**config.mk**
```make
export PLATFORM = sky130hd
export DESIGN_NAME = rstseq_ctrl
export DESIGN_NICKNAME = d
export VERILOG_FILES = /design/src/rtl/rstseq_pkg.sv /design/src/rtl/rstseq_decode.sv /design/src/rtl/rstseq_fsm.sv /design/src/rtl/rstseq_timer.sv /design/src/rtl/rstseq_ctrl.sv
export SDC_FILE = /design/constraint.sdc
export NUM_CORES = 1
export LEC_CHECK = 0
export ABC_AREA = 1
export BUFFER_PORTS_ARGS = -buffer_cell sky130_fd_sc_hd__buf_2
export CORE_MARGIN = 2
export CORE_UTILIZATION = 30
export DETAILED_ROUTE_END_ITERATION = 10
export MAX_ROUTING_LAYER = met4
export SYNTH_ARGS = -nofsm -noshare
export SYNTH_HDL_FRONTEND = slang
export SYNTH_SLANG_ARGS = --single-unit
export TNS_END_PERCENT = 10
```
**constraint.sdc**
```tcl
create_clock -name clk -period 3.69 [get_ports clk]
set_input_delay 0.369 -clock clk [delete_from_list [all_inputs] [get_ports clk]]
set_output_delay 0.369 -clock clk [all_outputs]
set_load 0.01 [all_outputs]
```
**src/rtl/rstseq_pkg.sv**
```systemverilog
package rstseq_pkg;

   // classification of one accepted write
   typedef enum logic [2:0] {
      EV_NONE,
      EV_IO_ARM_H,
      EV_IO_ARM_S,
      EV_IO_GO_H,
      EV_IO_GO_S,
      EV_MEM_ARM,
      EV_MEM_GO,
      EV_CLEAR
   } wr_event_t;

   typedef enum logic [2:0] {
      ST_IDLE,
      ST_IO_HARD,
      ST_IO_SOFT,
      ST_MEM_HARD,
      ST_BUSY_HARD,
      ST_BUSY_SOFT
   } seq_state_t;

endpackage

```
**src/rtl/rstseq_decode.sv**
```systemverilog
module rstseq_decode
   import rstseq_pkg::*;
#(
   parameter int          ADDR_W      = 32,
   parameter int          DATA_W      = 8,
   parameter logic [31:0] IO_ADDR     = 32'h0000_0CF9,
   parameter logic [31:0] MEM_ADDR_A  = 32'hFFFF_FFF0,
   parameter logic [31:0] MEM_ADDR_B  = 32'hFFFF_FFF4,
   parameter bit          MEM_PATH_EN = 1'b1
) (
   input  logic              wr_valid,
   input  logic              wr_space,
   input  logic [ADDR_W-1:0] wr_addr,
   input  logic [DATA_W-1:0] wr_data,
   output wr_event_t         ev
);
   localparam logic [DATA_W-1:0] V_ARM_H = DATA_W'(8'h02);
   localparam logic [DATA_W-1:0] V_ARM_S = DATA_W'(8'h00);
   localparam logic [DATA_W-1:0] V_GO_H  = DATA_W'(8'h06);
   localparam logic [DATA_W-1:0] V_GO_S  = DATA_W'(8'h04);

   logic hit_io, hit_a, hit_b;

   assign hit_io = wr_valid && !wr_space && (wr_addr == ADDR_W'(IO_ADDR));

   generate
      if (MEM_PATH_EN) begin : g_mem
         assign hit_a = wr_valid && wr_space && (wr_addr == ADDR_W'(MEM_ADDR_A));
         assign hit_b = wr_valid && wr_space && (wr_addr == ADDR_W'(MEM_ADDR_B));
      end else begin : g_nomem
         assign hit_a = 1'b0;
         assign hit_b = 1'b0;
      end
   endgenerate

   always_comb begin
      ev = EV_NONE;
      if (hit_io) begin
         unique case (wr_data)
            V_ARM_H: ev = EV_IO_ARM_H;
            V_ARM_S: ev = EV_IO_ARM_S;
            V_GO_H:  ev = EV_IO_GO_H;
            V_GO_S:  ev = EV_IO_GO_S;
            default: ev = EV_CLEAR;
         endcase
      end else if (hit_a) begin
         ev = (wr_data == V_ARM_H) ? EV_MEM_ARM : EV_CLEAR;
      end else if (hit_b) begin
         ev = (wr_data == V_GO_H) ? EV_MEM_GO : EV_CLEAR;
      end
   end
endmodule

```
**src/rtl/rstseq_fsm.sv**
```systemverilog
module rstseq_fsm
   import rstseq_pkg::*;
(
   input  logic       clk,
   input  logic       rst,
   input  wr_event_t  ev,
   input  logic       expire,
   output logic       start,
   output seq_state_t state
);
   seq_state_t nxt;

   always_comb begin
      nxt = state;
      unique case (state)
         ST_BUSY_HARD, ST_BUSY_SOFT: if (expire) nxt = ST_IDLE;
         default: begin
            unique case (ev)
               EV_NONE:     nxt = state;
               EV_IO_ARM_H: nxt = ST_IO_HARD;
               EV_IO_ARM_S: nxt = ST_IO_SOFT;
               EV_MEM_ARM:  nxt = ST_MEM_HARD;
               EV_IO_GO_H:  nxt = (state == ST_IO_HARD)  ? ST_BUSY_HARD : ST_IDLE;
               EV_IO_GO_S:  nxt = (state == ST_IO_SOFT)  ? ST_BUSY_SOFT : ST_IDLE;
               EV_MEM_GO:   nxt = (state == ST_MEM_HARD) ? ST_BUSY_HARD : ST_IDLE;
               default:     nxt = ST_IDLE;
            endcase
         end
      endcase
   end

   assign start = (nxt == ST_BUSY_HARD || nxt == ST_BUSY_SOFT) &&
                  !(state == ST_BUSY_HARD || state == ST_BUSY_SOFT);

   always_ff @(posedge clk) begin
      if (rst) state <= ST_IDLE;
      else     state <= nxt;
   end

   // a pulse may only begin from the matching armed state
   AST_FIRE_NEEDS_ARM: assert property (@(posedge clk) disable iff (rst)
      (state == ST_BUSY_HARD && $past(state) != ST_BUSY_HARD) |->
         ($past(state) == ST_IO_HARD || $past(state) == ST_MEM_HARD));
   AST_SOFT_NEEDS_ARM: assert property (@(posedge clk) disable iff (rst)
      (state == ST_BUSY_SOFT && $past(state) != ST_BUSY_SOFT) |->
         ($past(state) == ST_IO_SOFT));
endmodule

```
**src/rtl/rstseq_timer.sv**
```systemverilog
module rstseq_timer #(
   parameter int PULSE_CYC = 16
) (
   input  logic clk,
   input  logic rst,
   input  logic start,
   output logic active,
   output logic expire
);
   localparam int CNT_W = (PULSE_CYC > 1) ? $clog2(PULSE_CYC) : 1;
   localparam logic [CNT_W-1:0] LOAD = CNT_W'(PULSE_CYC - 1);

   logic [CNT_W-1:0] cnt;

   always_ff @(posedge clk) begin
      if (rst) begin
         active <= 1'b0;
         cnt    <= '0;
      end else if (start) begin
         active <= 1'b1;
         cnt    <= LOAD;
      end else if (active) begin
         if (cnt == '0) active <= 1'b0;
         else           cnt    <= cnt - 1'b1;
      end
   end

   assign expire = active && (cnt == '0);

   AST_NO_EARLY_END: assert property (@(posedge clk) disable iff (rst)
      (active && cnt != '0) |=> active);
   AST_ENDS_AFTER_ZERO: assert property (@(posedge clk) disable iff (rst)
      (active && cnt == '0 && !start) |=> !active);
endmodule

```
**src/rtl/rstseq_ctrl.sv**
```systemverilog
module rstseq_ctrl
   import rstseq_pkg::*;
#(
   parameter int          ADDR_W      = 32,
   parameter int          DATA_W      = 8,
   parameter int          PULSE_CYC   = 16,
   parameter logic [31:0] IO_ADDR     = 32'h0000_0CF9,
   parameter logic [31:0] MEM_ADDR_A  = 32'hFFFF_FFF0,
   parameter logic [31:0] MEM_ADDR_B  = 32'hFFFF_FFF4,
   parameter bit          MEM_PATH_EN = 1'b1
) (
   input  logic              clk,
   input  logic              rst,
   input  logic              wr_valid,
   input  logic              wr_space,
   input  logic [ADDR_W-1:0] wr_addr,
   input  logic [DATA_W-1:0] wr_data,
   output logic              cpu_rst_o,
   output logic              pci_rst_n_o,
   output logic              isa_drv_o,
   output logic              init_o
);
   generate
      if (PULSE_CYC < 1)          begin : g_bad_pulse $error("PULSE_CYC must be at least 1"); end
      if (DATA_W < 3)             begin : g_bad_data  $error("DATA_W must hold the control bits"); end
      if (ADDR_W < 12)            begin : g_bad_addr  $error("ADDR_W too narrow for I/O address"); end
      if (MEM_ADDR_A == MEM_ADDR_B) begin : g_bad_map $error("memory addresses must differ"); end
   endgenerate

   wr_event_t  ev;
   seq_state_t state;
   logic       start, active, expire;

   rstseq_decode #(
      .ADDR_W(ADDR_W), .DATA_W(DATA_W), .IO_ADDR(IO_ADDR),
      .MEM_ADDR_A(MEM_ADDR_A), .MEM_ADDR_B(MEM_ADDR_B), .MEM_PATH_EN(MEM_PATH_EN)
   ) u_decode (
      .wr_valid(wr_valid), .wr_space(wr_space), .wr_addr(wr_addr),
      .wr_data(wr_data), .ev(ev)
   );

   rstseq_fsm u_fsm (
      .clk(clk), .rst(rst), .ev(ev), .expire(expire),
      .start(start), .state(state)
   );

   rstseq_timer #(.PULSE_CYC(PULSE_CYC)) u_timer (
      .clk(clk), .rst(rst), .start(start),
      .active(active), .expire(expire)
   );

   logic hard_on;
   assign hard_on     = (state == ST_BUSY_HARD);
   assign cpu_rst_o   = hard_on;
   assign isa_drv_o   = hard_on;
   assign pci_rst_n_o = !hard_on;
   assign init_o      = (state == ST_BUSY_SOFT);

   AST_KIND_EXCLUSIVE: assert property (@(posedge clk) disable iff (rst)
      !(cpu_rst_o && init_o));
   AST_PULSE_TRACKS_TIMER: assert property (@(posedge clk) disable iff (rst)
      (cpu_rst_o || init_o) == active);
   AST_IDLE_AFTER_PULSE: assert property (@(posedge clk) disable iff (rst)
      $fell(active) |-> (state == ST_IDLE));
   AST_BUSY_IGNORES_WRITES: assert property (@(posedge clk) disable iff (rst)
      (active && !expire) |=> $stable(init_o) && $stable(cpu_rst_o));
endmodule

```
Word level (Yosys, flattened, before mapping)
Index checks and enable logic that the tools add are counted.
{"block": "classes", "div_mod_pow": 0, "shifts": 0, "muxes": 18, "addsub": 1, "eq_ne": 20, "n_lt_le_gt_ge": 0, "n_bitwise": 0, "reduce_logical": 18, "mul": 0}
{"cell": "$eq A32 B32 Y1 const B", "n": 2}
{"cell": "$eq A32 B12 Y1 const B", "n": 1}
{"cell": "$mux W3", "n": 8}
{"cell": "$eq A3 B3 Y1 const B", "n": 7}
{"cell": "$pmux W3 S7", "n": 1}
{"cell": "$eq A8 B3 Y1 const B", "n": 2}
{"cell": "$eq A3 B2 Y1 const B", "n": 4}
{"cell": "$mux W4", "n": 3}
{"cell": "$pmux W3 S4", "n": 1}
{"cell": "$eq A8 B2 Y1 const B", "n": 1}
{"cell": "$logic_not A8 Y1", "n": 1}
{"cell": "$logic_and A1 B1 Y1", "n": 7}
{"cell": "$eq A3 B1 Y1 const B", "n": 2}
{"cell": "$logic_not A4 Y1", "n": 1}
{"cell": "$mux W1", "n": 4}
{"cell": "$sub A4 B1 Y4 const B", "n": 1}
{"cell": "$logic_not A1 Y1", "n": 3}
{"cell": "$logic_not A3 Y1", "n": 1}
{"cell": "$logic_or A1 B1 Y1", "n": 2}
{"cell": "$mux W2", "n": 1}
{"cell": "$ne A2 B2 Y1 const B", "n": 1}
{"cell": "$reduce_and A2 Y1", "n": 1}
{"cell": "$reduce_bool A2 Y1", "n": 1}
{"cell": "$reduce_or A2 Y1", "n": 1}
{"block": "word_totals", "romBits": 0, "latchBits": 0, "ramBits": 0, "n_memories": 0, "wordCells": 60, "in_bits": 44, "ff_bits": 8, "output_inout_bits": 4}

Logic depth before layout (Yosys ltp)
Gate-level depths: netlist of the first run.
{"block": "depth", "depth_word": 13, "ltp_mapped": 16, "mapped_depth_nobuf": 16}

Cells and area by module
A second synthesis of the first run with hierarchy kept.
{"block": "hier_totals", "hier_cells": 182, "hier_area_um2": 934.6}
{"mod": "rstseq_decode", "seq_area_each_um2": 0.0, "area_each_um2": 397.9, "n_inst": 1, "cells_each": 96}
{"mod": "rstseq_timer", "seq_area_each_um2": 100.1, "area_each_um2": 276.5, "n_inst": 1, "cells_each": 41}
{"mod": "rstseq_fsm", "seq_area_each_um2": 60.1, "area_each_um2": 226.5, "n_inst": 1, "cells_each": 38}
{"mod": "rstseq_ctrl", "seq_area_each_um2": 0.0, "area_each_um2": 33.8, "n_inst": 1, "cells_each": 7}

Worst setup path before layout of the first run
Ideal clock, no wire load.
{"block": "synth_path", "path_type": "input to register", "from": "in wr_addr[16]", "to": "reg u_timer.active", "required_time_ps": 3622, "stages": 14, "arrival_ps": 1495, "path_buffers": 0, "slack_ps": 2126, "setup_time_ps": 68, "cell_sequence": "or2_0 nor2_1 nand3_1 clkinv_2 nand3_2 nand2_2 nand2_2 nor2_1 nand2_1 nand2_1 inv_1 nand2_2 nand3_4 a21oi_2"}
{"block": "synth_between", "elab_chain_len": 12, "word_cells_on_any_way": 23, "cone_classes": "eq/ne (11); mux (6); reduce/logical (6)"}
{"element": "start: declaration", "line": "rstseq_ctrl.sv:16", "text": "input logic [ADDR_W-1:0] wr_addr,"}
{"element": "$eq A32 B32 Y1", "line": "rstseq_decode.sv:29", "text": "assign hit_b = wr_valid && wr_space && (wr_addr == ADDR_W'(MEM_ADDR_B));"}
{"element": "$logic_and A1 B1 Y1", "line": "rstseq_decode.sv:29"}
{"element": "$mux W3", "line": "rstseq_decode.sv:48", "text": "end else if (hit_b) begin"}
{"element": "$mux W3", "line": "rstseq_decode.sv:46", "text": "end else if (hit_a) begin"}
{"element": "$mux W3 *", "line": "rstseq_decode.sv:38", "text": "if (hit_io) begin"}
{"element": "$eq A3 B3 Y1, or another cell as far along", "line": "rstseq_fsm.sv:18", "text": "unique case (ev)"}
{"element": "$pmux W3 S7 *", "line": "rstseq_fsm.sv:18"}
{"element": "$mux W3 *", "line": "rstseq_fsm.sv:15", "text": "unique case (state)"}
{"element": "$eq A3 B3 Y1", "line": "rstseq_fsm.sv:32", "text": "assign start = (nxt == ST_BUSY_HARD || nxt == ST_BUSY_SOFT) &&"}
{"element": "$logic_or A1 B1 Y1 *", "line": "rstseq_fsm.sv:32"}
{"element": "$logic_and A1 B1 Y1 *", "line": "rstseq_fsm.sv:32"}
{"element": "$mux W1 *", "line": "rstseq_timer.sv:19", "text": "end else if (start) begin"}
{"element": "end signal: assignment", "line": "rstseq_timer.sv:17", "text": "active <= 1'b0;"}
{"element": "end signal: assignment", "line": "rstseq_timer.sv:20", "text": "active <= 1'b1;"}
{"element": "end signal: assignment", "line": "rstseq_timer.sv:23", "text": "if (cnt == '0) active <= 1'b0;"}
{"element": "end: declaration", "line": "rstseq_timer.sv:7", "text": "output logic active,"}
Every way passes the cells marked *; elsewhere a longest branch is shown, timed or not.
A chain may end at the register's enable or synchronous reset.

Final worst setup path of the first run
{"block": "layout_path", "from": "reg u_fsm.state[2]", "to": "out pci_rst_n_o"}
{"block": "layout_between", "elab_chain_len": 2}
{"element": "start: declaration", "line": "rstseq_fsm.sv:9", "text": "output seq_state_t state"}
{"element": "start signal: assignment", "line": "rstseq_fsm.sv:37", "text": "else state <= nxt;"}
{"element": "$eq A3 B3 Y1", "line": "rstseq_ctrl.sv:53", "text": "assign hard_on = (state == ST_BUSY_HARD);"}
{"element": "$logic_not A1 Y1", "line": "rstseq_ctrl.sv:56", "text": "assign pci_rst_n_o = !hard_on;"}
{"element": "end: declaration", "line": "rstseq_ctrl.sv:19", "text": "output logic pci_rst_n_o,"}
No other way between the ends.

==> impl_metrics.ini, run 1 <==
[status]
status = complete, no violations

[power]
power_density_mw_per_mm2 = 209.6
peakVddDrop_uv = 220.0
p_leak_nw = 0.5774

[placement]
portBuffers = 47
place.gp.congestion = 0.7923
hpwlAfterDp_mm = 1.713
dpl.cell_count = 243

[die]
start_util_pct = 30.88
core_mm2 = 0.002978
rows = 20
die-area_mm2 = 0.003524
die-height_um = 59.37
die_x_um = 59.37
io_pins = 48

[cts]
numCtsBuffers = 3
clock_path_buffers = 2
cts.sink_count = 8
cts-htree-levels = 1
cts_tree = built
cts_root_buf = clkbuf_4
clk_latency_ns = 0.25
ctsResizeCount = 0
hold_buffers = 0
path_clk_slew_ns = 0.05
post_cts_buffers = 0

[timing]
skew_ns = 0.002477
hold_viol = 0
slew_violations = 0
slew-limit-headroom_pct = 72.57
tns_ns = 0
period_needed_ns = 1.633
worstMarginPinSlew_ns = 0.4087
finalCritPeriodShare_pct = 44.26
clock.fmax_mhz = 612.3
setup_violations = 0
rsz0062_at_grt = false

[worst_setup_path]
worst-path-buf-inv = 4
critical_path_class = flip-flop to output port
crit_chain = inv_1 > nor2_1 > inv_2 > nor2_1 > inv_1 > buf_2
critPathSlowestCell = dfxtp_1
critPathMaxFanout = 5
startpoint_type = flip-flop
cp.required_ns = 3.32
max_stage_delay_ns = 0.33
arrival_ns = 1.26
cp_top_family = buffers and inverters
ff2ff_path_depth = 8
worst-path-stages = 6
cp-end-kind = output port

[synth]
syn-num-nets = 210
synth.distinct_cells = 27
async_reset_ff_share_pct = 0
ys_seq_elements = 8
synthFlopType = dfxtp_1
synth_edf_count = 0
syn-cell-area_um2 = 919.6
synth_warnings = 0
netlist_instances = 165
ys_seq_area_share_pct = 17.41
syn_area_per_cell_um2 = 5.574

[final_layout]
seq_area_um2 = 160.2
num-fill-cells = 335
final_nets = 260
multiInputGateArea_um2 = 664.4
antenna_cells = 0
stdcell_count = 246
layout-drive-gt1-share_pct = 36.15
area_growth_pct = 31.29

[global_routing]
grt_pass1_wl_mm = 3.339
grtUsageTotal_pct = 12.33
grt_pass1_vias = 857
grt_max_degree = 9
grt_overflow_total = 0
antenna_found_initial = 0

[detailed_routing]
ant_nets = 0
firstDrtPassIters = 4
drt_iter0_drc = 29
vias_per_cell = 4.248
wl_per_cell_um = 7.943
drt-total-wl_mm = 1.954
drc = 0
vias = 1045

[worst_hold_path]
hold_path.class = input port to flip-flop
min_path_cells = 2

[job]
cap_viol_max_count = 0
## logic make-up after synthesis
group,Yosys count,synth area share [%]
buffers and inverters,24,10.34
DFF,8,17.41
AOI/OAI and AO/OA,12,8.571
adders and majority gates,1,1.360
xor gates and xnor gates,3,2.858
and+or+nand+nor,117,59.46
## metal layers
metal	GRT usage [%]	share of wire, %	wire [um]	up-vias
met5	-	0	0	-
met4	2.922	0.51	10	0
met3	3.493	6.3	124	2
met2	18.37	43	842	27
met1	16.42	50	976	409
li1	-	-	-	607
## layout make-up
| cell class | instances | share of cell area, % |
|---|---|---|
| Inverter | 22 | 6.943 |
| Timing Repair Buffer | 47 | 19.48 |
| Clock buffer | 3 | 1.865 |
| Tap cell | 33 | 3.420 |
| Multi-Input combinational cell | 133 | 55.03 |
| Sequential cell | 8 | 13.26 |
## stage by stage
step	total power [mW]	worst slack [ns]	hold slack, ns	cell area (um^2)	util, %
floorplan	0.1537	2.126	0.5123	919.6	-
global placement	0.1885	1.835	0.5516	1185	39.79
detailed placement	0.1893	1.844	0.5533	1185	39.79
CTS	0.2594	2.024	0.3921	1207	40.55
global route	0.2767	1.844	0.4031	1207	40.55
finish	0.2531	2.057	0.4017	1207	40.55
## registers in the layout, indices dropped and copies added (netlist names)
| name | cells |
|---|---|
| u_fsm.state | 3 |
| u_timer.active | 1 |
| u_timer.cnt | 4 |
## final timing paths
kind / startpoint / endpoint / slack (ns)
max: u_fsm.state[2] / pci_rst_n_o / 2.06
min: rst / u_timer.active / 0.40
max reg2reg: u_timer.cnt[0] / u_timer.cnt[3] / 2.16
min reg2reg: u_timer.active / u_fsm.state[0] / 0.56
## placed cells by master (no fill, tap or decap), types with 4 or more instances in the layout
cell type and n:
a21oi_2 5, buf_2 47, dfxtp_1 8, inv_1 16
inv_2 4, nand2_1 50, nand2_2 5, nand3_1 7
nor2_1 36, nor2_2 4
## cells in the mapped netlist, types with 4 or more instances
| cell | instances | share of area, % |
|---|---|---|
| inv_1 | 16 | 6.5 |
| inv_2 | 4 | 1.6 |
| nand2_1 | 50 | 20 |
| nor2_2 | 4 | 2.7 |
| nand2_2 | 5 | 3.4 |
| nand3_1 | 7 | 3.8 |
| nor2_1 | 36 | 15 |
| dfxtp_1 | 8 | 17 |
| a21oi_2 | 5 | 4.8 |
## power breakdown
part	switching (mW)	internal, mW
Sequential	0.00461	0.0943
Combinational	0.0476	0.0401
Clock	0.0293	0.0372
(Power assumes the default switching activity.)
==> inputs of run 2 (changes only) <==
- clock period: 3.69 -> 1.5 ns (I/O delays scaled with it)
==> impl_metrics.ini, run 2 (same netlist as run 1, synthesis figures left out) <==
[power]
power_density_mw_per_mm2 = 506.5
peakVddDrop_uv = 491.0
p_leak_nw = 0.5926

[worst_hold_path]
hold_path.class = input port to flip-flop
min_from = rst

[worst_setup_path]
crit_path_start = u_fsm.state[2]
arrival_ns = 1.21
critPathMaxFanout = 5
startpoint_type = flip-flop
r2r_start = u_timer.cnt[0]
critical_path_class = flip-flop to output port
cp.required_ns = 1.35
cp-end-kind = output port

[die]
io_pins = 48
rows = 20
die-area_mm2 = 0.003524
start_util_pct = 30.88
die-height_um = 59.37
core_mm2 = 0.002978
die_x_um = 59.37

[global_routing]
grtUsageTotal_pct = 12.37
grt_pass1_wl_mm = 3.415
grt_pass1_vias = 870
grt_max_degree = 9
antenna_found_initial = 0
grt_overflow_total = 0

[detailed_routing]
ant_nets = 0
drt-total-wl_mm = 1.966
drc = 0
wl_per_cell_um = 7.896
vias_per_cell = 4.177
vias = 1040
firstDrtPassIters = 4
drt_iter0_drc = 29

[placement]
hpwlAfterDp_mm = 1.691
place.gp.congestion = 0.7718
portBuffers = 47

[timing]
period_needed_ns = 1.362
worstMarginPinSlew_ns = 0.2279
clock.fmax_mhz = 734.1
slew_violations = 0
setup_violations = 0
skew_ns = 0.005446
slew-limit-headroom_pct = 84.65
hold_ws_ns = 0.1865
finalCritPeriodShare_pct = 90.81
rsz0062_at_grt = true
hold_viol = 0

[final_layout]
top_register = u_timer.cnt
final_common_cell = nand2_1
area_growth_pct = 35.92
mostFrequentLayoutCells = nand2_1, buf_2, nor2_1, inv_1, dfxtp_1
final_nets = 263
num-fill-cells = 336
antenna_cells = 0
layout-drive-gt1-share_pct = 39.35
final_util_pct = 41.97
reg_top3 = u_timer.cnt (4), u_fsm.state (3), u_timer.active (1)
largest_reg_flops = 4

[cts]
cts.sink_count = 8
cts-htree-levels = 1
path_clk_slew_ns = 0.06
clock_path_buffers = 2
hold_buffers = 0
cts_tree = built
numCtsBuffers = 3
clk_latency_ns = 0.25
cts_root_buf = clkbuf_4

[job]
cap_viol_max_count = 0

[status]
status = complete, no violations
==> run 2: cell types whose count changed in the layout (fill, tap and decap cells not counted) <==
cell     before  now
nor2_1       36   32
nand2_2       5    4
nor2_4        2    3
nor2_2        4    7
inv_2         4    5
inv_1        16   15
buf_4         0    3
nand2_4       0    1
==> run 2: area by class of cell <==
cell class,count,area [um^2],area share [%]
Timing Repair Buffer,50,257.7,20.62
Sequential cell,8,160.2,12.81
Tap cell,33,41.29,3.303
Clock buffer,3,22.52,1.802
Inverter,22,83.83,6.707
Multi-Input combinational cell,133,684.4,54.75
==> run 2: critical path, stage by stage (launching register included) <==
cell and delay, ns:
dfxtp_1 0.34, inv_1 0.08, nor2_2 0.14, inv_2 0.09, nor2_1 0.14, inv_1 0.05, buf_2 0.13
==> run 2: layer usage <==
layer	global-route usage (%)	vias up	wire length (um)
met5	-	-	0
met1	17.48	406	1063
met3	3.275	0	93
met2	18.37	23	809
met4	0.9740	0	0
li1	-	611	-
==> run 2: worst paths after layout <==
check                                 endpoint  slack, ns  cells after the start
worst min-delay path            u_timer.active       0.19                      2
worst max register to register  u_timer.cnt[3]       0.14                      8
worst min register to register  u_fsm.state[0]       0.55                      3
worst max-delay path               pci_rst_n_o       0.14                      6
==> run 2: repair_timing <==
item | in CTS | in global routing
resized for setup | 0 | 7
buffers inserted | 0 | 1
setup endpoints to repair | 0 | 10
==> run 2: metrics by stage <==
stage / setup slack (ns) / instances / TNS [ns] / total power [mW] / cell area [um^2]
finish: 0.1378 / 249 / 0 / 0.6331 / 1250
global route: -0.03884 / 249 / -0.1744 / 0.6872 / 1250
CTS: 0.05664 / 248 / 0 / 0.6345 / 1222
detailed placement: -0.1185 / 245 / -0.6242 / 0.4660 / 1200
global placement: -0.1363 / 245 / -0.7307 / 0.4649 / 1200
floorplan: 0.1337 / 165 / 0 / 0.3781 / 919.6
==> run 2: power by group <==
group | internal, mW | switching, mW
Sequential | 0.232 | 0.0112
Combinational | 0.102 | 0.122
Clock | 0.0917 | 0.0744
Total | 0.426 | 0.208
